### config.mk
export PLATFORM = sky130hd
export DESIGN_NAME = vc_link
export DESIGN_NICKNAME = d
export VERILOG_FILES = /design/src/rtl/vc_link_pkg.sv /design/src/rtl/vc_link_arb.sv /design/src/rtl/vc_link_ctrl.sv /design/src/rtl/vc_link_path.sv /design/src/rtl/vc_link.sv
export SDC_FILE = /design/constraint.sdc
export NUM_CORES = 1
export LEC_CHECK = 0
export CORE_ASPECT_RATIO = 1.1
export CORE_MARGIN = 3
export CORE_UTILIZATION = 25
export DETAILED_ROUTE_END_ITERATION = 8
export PLACE_DENSITY = 0.51
export SYNTH_ARGS = -nofsm -noshare
export SYNTH_HDL_FRONTEND = slang
export SYNTH_HIERARCHICAL = 1
export SYNTH_SLANG_ARGS = --single-unit
export TNS_END_PERCENT = 100
### constraint.sdc
create_clock -name clk -period 4.2 [get_ports clk]
set_input_delay 0.63 -clock clk [delete_from_list [all_inputs] [get_ports clk]]
set_output_delay 0.63 -clock clk [all_outputs]
set_load 0.05 [all_outputs]
### src/rtl/vc_link_pkg.sv
package vc_link_pkg;

  typedef enum logic [1:0] {
    ST_IDLE = 2'd0,
    ST_LOAD = 2'd1,
    ST_HOLD = 2'd2,
    ST_RTZ  = 2'd3
  } linkState_t;

  // strobes from control to datapath
  typedef struct packed {
    logic cap;   // load rails from the steered sender word
    logic clr;   // return rails to zero
    logic show;  // present decoded flit on the selected receive port
  } pathCmd_t;

  function automatic logic [3:0] enc4(input logic [1:0] pair);
    logic [3:0] w;
    w = 4'b0000;
    w[pair] = 1'b1;
    return w;
  endfunction

  function automatic logic [1:0] dec4(input logic [3:0] w);
    return {w[3] | w[2], w[3] | w[1]};
  endfunction

endpackage

### src/rtl/vc_link_arb.sv
module vc_link_arb #(
  parameter int NUM_VC = 4
) (
  input  logic              clk,
  input  logic              rst,
  input  logic [NUM_VC-1:0] req,
  input  logic              take,
  output logic [NUM_VC-1:0] grant
);
  localparam int IDXW = $clog2(NUM_VC);

  logic [IDXW-1:0] ptr;
  logic [IDXW-1:0] pick;
  logic [IDXW-1:0] probe;
  logic            found;

  // scan from the pointer; NUM_VC is a power of two so index wraps freely
  always_comb begin
    grant = '0;
    pick  = '0;
    probe = '0;
    found = 1'b0;
    for (int off = 0; off < NUM_VC; off++) begin
      probe = ptr + IDXW'(off);
      if (!found && req[probe]) begin
        grant[probe] = 1'b1;
        pick         = probe;
        found        = 1'b1;
      end
    end
  end

  always_ff @(posedge clk) begin
    if (rst) ptr <= '0;
    else if (take && found) ptr <= pick + IDXW'(1);
  end

  AST_ARB_ONEHOT: assert property (@(posedge clk) disable iff (rst)
    $onehot0(grant) && ((grant & ~req) == '0));

endmodule

### src/rtl/vc_link_ctrl.sv
module vc_link_ctrl
  import vc_link_pkg::*;
#(
  parameter int NUM_VC = 4
) (
  input  logic              clk,
  input  logic              rst,
  input  logic [NUM_VC-1:0] sndReq,
  input  logic [NUM_VC-1:0] rcvReq,
  input  logic [NUM_VC-1:0] grant,
  input  logic              railsFull,
  input  logic              railsEmpty,
  output logic [NUM_VC-1:0] joinedReq,
  output logic              take,
  output logic [NUM_VC-1:0] steerSel,
  output pathCmd_t          cmd,
  output logic [NUM_VC-1:0] sndAck,
  output logic [NUM_VC-1:0] rcvAck
);

  linkState_t       state, stateNxt;
  logic [NUM_VC-1:0] selReg;
  logic              selBusy;

  // a channel competes only with both sides ready
  for (genvar c = 0; c < NUM_VC; c++) begin : g_join
    assign joinedReq[c] = sndReq[c] & rcvReq[c];
  end

  assign selBusy  = |(selReg & (sndReq | rcvReq));
  assign steerSel = (state == ST_IDLE) ? grant : selReg;

  always_comb begin
    stateNxt = state;
    cmd      = '0;
    take     = 1'b0;
    unique case (state)
      ST_IDLE: if (|joinedReq) begin
        cmd.cap  = 1'b1;
        take     = 1'b1;
        stateNxt = ST_LOAD;
      end
      ST_LOAD: if (railsFull) stateNxt = ST_HOLD;
      ST_HOLD: begin
        cmd.show = 1'b1;
        if (!selBusy) begin
          cmd.clr  = 1'b1;
          stateNxt = ST_RTZ;
        end
      end
      ST_RTZ: if (railsEmpty) stateNxt = ST_IDLE;
      default: stateNxt = ST_IDLE;
    endcase
  end

  always_ff @(posedge clk) begin
    if (rst) begin
      state  <= ST_IDLE;
      selReg <= '0;
    end else begin
      state <= stateNxt;
      if (cmd.cap) selReg <= grant;
    end
  end

  assign sndAck = (state == ST_HOLD) ? selReg : '0;
  assign rcvAck = (state == ST_HOLD) ? selReg : '0;

  AST_CAP_JOINED: assert property (@(posedge clk) disable iff (rst)
    cmd.cap |-> ((|grant) && ((grant & sndReq & rcvReq) == grant)));
  AST_ACK_ONEHOT: assert property (@(posedge clk) disable iff (rst)
    $onehot0(sndAck) && (sndAck == rcvAck));
  AST_ACK_HOLD: assert property (@(posedge clk) disable iff (rst)
    (|(sndAck & (sndReq | rcvReq))) |=> $stable(sndAck));
  AST_ACK_DROP: assert property (@(posedge clk) disable iff (rst)
    ((|sndAck) && !(|(sndAck & (sndReq | rcvReq)))) |=> (sndAck == '0));

endmodule

### src/rtl/vc_link_path.sv
module vc_link_path
  import vc_link_pkg::*;
#(
  parameter int NUM_VC = 4,
  parameter int FLIT_W = 16
) (
  input  logic                     clk,
  input  logic                     rst,
  input  pathCmd_t                 cmd,
  input  logic [NUM_VC-1:0]        steerSel,
  input  logic [NUM_VC*FLIT_W-1:0] sndData,
  output logic                     railsFull,
  output logic                     railsEmpty,
  output logic [NUM_VC*FLIT_W-1:0] rcvData
);
  localparam int NGRP   = FLIT_W / 2;
  localparam int RAIL_W = 4 * NGRP;

  logic [FLIT_W-1:0] muxWord;
  logic [FLIT_W-1:0] decWord;
  logic [RAIL_W-1:0] rails;
  logic [NGRP-1:0]   grpSet;

  // sender multiplexer driven by the shared one-hot select
  always_comb begin
    muxWord = '0;
    for (int c = 0; c < NUM_VC; c++)
      if (steerSel[c]) muxWord = muxWord | sndData[c*FLIT_W +: FLIT_W];
  end

  for (genvar g = 0; g < NGRP; g++) begin : g_grp
    always_ff @(posedge clk) begin
      if (rst || cmd.clr) rails[4*g +: 4] <= 4'b0000;
      else if (cmd.cap)   rails[4*g +: 4] <= enc4(muxWord[2*g +: 2]);
    end
    assign grpSet[g]         = |rails[4*g +: 4];
    assign decWord[2*g +: 2] = dec4(rails[4*g +: 4]);

    AST_RAIL_GROUP: assert property (@(posedge clk) disable iff (rst)
      $countones(rails[4*g +: 4]) <= 1);
  end

  assign railsFull  = &grpSet;
  assign railsEmpty = ~|grpSet;

  // receiver demultiplexer on the same select
  for (genvar c = 0; c < NUM_VC; c++) begin : g_demux
    assign rcvData[c*FLIT_W +: FLIT_W] =
      (cmd.show && steerSel[c]) ? decWord : '0;
  end

  AST_LOAD_COMPLETE: assert property (@(posedge clk) disable iff (rst)
    cmd.cap |=> railsFull);
  AST_CLEAR_EMPTY: assert property (@(posedge clk) disable iff (rst)
    cmd.clr |=> railsEmpty);

endmodule

### src/rtl/vc_link.sv
module vc_link
  import vc_link_pkg::*;
#(
  parameter int NUM_VC = 4,
  parameter int FLIT_W = 16
) (
  input  logic                     clk,
  input  logic                     rst,
  input  logic [NUM_VC-1:0]        sndReq,
  input  logic [NUM_VC*FLIT_W-1:0] sndData,
  output logic [NUM_VC-1:0]        sndAck,
  input  logic [NUM_VC-1:0]        rcvReq,
  output logic [NUM_VC-1:0]        rcvAck,
  output logic [NUM_VC*FLIT_W-1:0] rcvData
);

  logic [NUM_VC-1:0] joinedReq;
  logic [NUM_VC-1:0] grant;
  logic [NUM_VC-1:0] steerSel;
  logic              take;
  logic              railsFull;
  logic              railsEmpty;
  pathCmd_t          cmd;

  vc_link_arb #(.NUM_VC(NUM_VC)) u_arb (
    .clk(clk), .rst(rst), .req(joinedReq), .take(take), .grant(grant)
  );

  vc_link_ctrl #(.NUM_VC(NUM_VC)) u_ctrl (
    .clk(clk), .rst(rst), .sndReq(sndReq), .rcvReq(rcvReq), .grant(grant),
    .railsFull(railsFull), .railsEmpty(railsEmpty), .joinedReq(joinedReq),
    .take(take), .steerSel(steerSel), .cmd(cmd),
    .sndAck(sndAck), .rcvAck(rcvAck)
  );

  vc_link_path #(.NUM_VC(NUM_VC), .FLIT_W(FLIT_W)) u_path (
    .clk(clk), .rst(rst), .cmd(cmd), .steerSel(steerSel), .sndData(sndData),
    .railsFull(railsFull), .railsEmpty(railsEmpty), .rcvData(rcvData)
  );

  AST_DATA_GATED: assert property (@(posedge clk) disable iff (rst)
    (rcvAck == '0) |-> (rcvData == '0));

endmodule

==> summary.txt <==
Routing
  • Uppermost layer routed: met4
  • Routed WL: 11800 um
  • Met3 WL: 730 um
  • Met2 wire length: 5250 um
  • 1st-iter DRT viols: 177
  • Total number of vias: 3380
  • Wirelength per Cell: 17.7 um
  • Drt drc: 0
  • M1 WL: 5660 um
  • 1st-pass router iterations: 4
  • Post-route ant nets: 0
  • DR vias/cell: 5.07

Cells and area
  • Layout cells sized above 1: 27.3%
  • Ant. Diodes: 0
  • Fillcell total: 1149
  • Synthesis-to-finish area growth: 80.8%
  • Commonest non-fill, non-tap cell in the layout: clkdlybuf4s50_1
  • Register area: 801 um2
  • Final Core Density: 46.9%
  • Commonest non-fill, non-tap cells in the layout: clkdlybuf4s50_1, nor2_1, buf_12
  • Multi-input logic area: 2070 um2
  • Final #Nets: 599
  • Non-Filler Instances: 667

Power and ir drop
  • Static Leak: 1.95 nW
  • Peak supply drop: 0.230 mV
  • Power Density: 509 nW/um2

Run status
  • Run status: completed

Critical path
  • CP arrival: 3.40 ns
  • CP Capture Type: output pin
  • CP top delay family: simple AND/OR/NAND/NOR gates
  • Startpoint types: primary input
  • Largest stage delay, worst path: 0.49 ns
  • Cells on worst reg2reg path: 12
  • Worst endpoint required time: 3.57 ns
  • Cell Chain, Critical Path: clkdlybuf4s50_1 -> and2_1 -> or3b_1 -> a2111o_1 -> nand3_2 -> a22oi_1 -> o21ai_0 -> mux2_2 -> nand2_2 -> nor2_1 -> buf_12
  • Reg2reg start: u_arb/ptr[0]
  • Crit Path Max Fanout: 16
  • Critical R2R Capture: u_path/rails[0]
  • Critical-path top delay cell: clkdlybuf4s50_1
  • Critical path class: primary input to output pin
  • R2R Setup Slk: 0.86 ns
  • Cell depth of the worst setup path: 11
  • Buf+Inv Stages, Crit Path: 2

Clock tree
  • TritonCTS clock tree: done
  • CTS Root Cell: clkbuf_16
  • Max Root-Sink Buffers: 2
  • Clock transition at path regs: 0.06 ns
  • H-Tree Depth: 2
  • Clk_lat worst skew: 0.28 ns
  • Clk sinks: 40
  • CTS Buf Count: 5

Die
  • Initial Utilization: 25.9%
  • I/O Pins: 146
  • Row cnt: 41
  • Core Region: 11600 um2
  • Die area: 13400 um2
  • Die X: 111 um
  • Chip Height: 121 um

Placement
  • Final HPWL DP: 9590 um
  • # port buffers: 145
  • GPL Wtd Cong: 0.809
  • Placed Cells: 659
  • Worst slack, placed: 0.143 ns

Global route
  • Grt ovf: 0
  • First-pass GRT wire length: 18500 um
  • GRT Resource Usage Total: 17.4%
  • Antenna violations before repair: 0
  • Largest net degree at the start of global routing: 33
  • Vias in the first global route: 3330

Worst hold path
  • Hold WC Path Type: flip-flop to flip-flop
  • Worst Hold Launch: u_path/rails[20]
  • Hold depth: 2
  • Hold EP: u_path/rails[20]

Timing
  • Final setup vio count: 0
  • Unrepaired setup endpoints after global routing: true
  • Fin. Hold Viols: 0
  • Clock skew: 0.00579 ns
  • Max_slew headroom: 32.9%
  • Final Max Slew Viols: 0
  • Max Freq: 248 MHz
  • Final cycle utilization of the critical path: 95.9%
  • Final setup margin: 0.171 ns
  • Worst Tran Pin Value: 1.00 ns
  • Tmin final: 4.03 ns

Synthesis
  • Register area share after synthesis: 26.6%
  • Post-Syn Area per Cell: 7.85 um2
  • Synth warn: 6
  • Synth top area cells: dfxtp_1, nor2_1, a22oi_1
  • Synth area leader: dfxtp_1
  • Synth top area share: 26.6%
  • #FFs+latches synth: 40
  • Synth Instances: 383
  • Synth Net Count: 466
  • Synthesized area: 3010 um2
  • Yosys cell types: 46

Run
  • Max_cap viols: 0
[area by class of cell]
type,instances,share of cell area (%)
inverter,8,0.552
sequential,40,14.7
clock inverter,1,0.552
timing repair buffer,155,39.9
tap,150,3.45
clock buffer,7,2.81
multi-input combinational,306,38.0
[what timing repair did]
action,CTS,global route
hold buffers,0,0
buffers inserted,0,0
resized for setup,0,8
setup endpoints to repair,0,48
[sequential cells by signal (all words and copies together) (netlist names)]
| name | flops |
|---|---|
| u_path/rails | 32 |
| u_ctrl/selReg | 4 |
| u_arb/ptr | 2 |
| u_ctrl/state | 2 |
[cells in the mapped netlist (all sizes together)]
| cell type | n |
|---|---|
| nor2 | 95 |
| a22oi | 41 |
| dfxtp | 40 |
| nand2 | 27 |
| o21ai | 26 |
| buf | 24 |
| and2 | 18 |
| a22o | 14 |
| ha | 9 |
| mux2i | 9 |
| nand3 | 9 |
| a32o | 8 |
| inv | 8 |
| nor4 | 8 |
| a21oi | 6 |
| clkbuf | 5 |
| mux2 | 4 |
| nand4 | 4 |
| a211oi | 3 |
| nand3b | 3 |
| nor2b | 3 |
| or4 | 3 |
| mux4 | 2 |
| nand2b | 2 |
| nor3 | 2 |
| nor3b | 2 |
| o22ai | 2 |
| or3b | 2 |
| a2111o | 1 |
| a221o | 1 |
| o41ai | 1 |
| xnor2 | 1 |
[where the power goes]
group          leakage [nW]  total, mW  internal [mW]  switching (mW)
Combinational          1.53       1.73          0.652            1.07
Clock                0.0901      0.453          0.312           0.140
Sequential            0.326      0.590          0.500          0.0895
Total                  1.95       2.77           1.47            1.30
[metrics by stage]
stage                     power [mW]  area [um2]  TNS, ns  hold WS [ns]
after detailed placement        2.30        5230        0         0.444
final                           2.77        5440        0         0.453
after CTS                       2.77        5410        0         0.452
after floorplan                 1.85        3050    -1.28         0.426
after global placement          2.28        5230        0         0.439
after global routing            2.98        5440  -0.0421         0.477
[worst min-delay path, stage by stage (launching register included)]
cell and delay (ns):
dfxtp_1 0.31, nand2_1 0.05, o21ai_1 0.05
[how the worst max path moves through the flow]
stage	startpoint	slack, ns	to
global placement	sndReq[2]	0.15	rcvData[46]
global route	sndReq[2]	-0.01	rcvData[29]
floorplan	u_arb/ptr[0]	-0.07	rcvData[18]
finish	sndReq[2]	0.17	rcvData[31]
CTS	sndReq[2]	0.13	rcvData[37]
detailed placement	sndReq[2]	0.14	rcvData[37]
[kinds of logic (layout without fill, tap and decap cells)]
| group | after synthesis | count (layout) | share of synthesized area [%] |
|---|---|---|---|
| compound gates | 103 | 103 | 28.1 |
| mux | 15 | 15 | 5.99 |
| flops | 40 | 40 | 26.6 |
| fa+ha+maj | 9 | 9 | 3.75 |
| xor+xnor | 1 | 1 | 0.291 |
| simple gates | 178 | 178 | 27.9 |
| buf+inv | 37 | 171 | 7.28 |
[metal layers]
metal / track usage, % / vias to the layer above
met5: 0 / -
met4: 4.08 / 0
met3: 3.59 / 6
met2: 28.9 / 138
met1: 23.3 / 1596
li1: - / 1640
No activity file was read; power rests on OpenSTA's default activity.
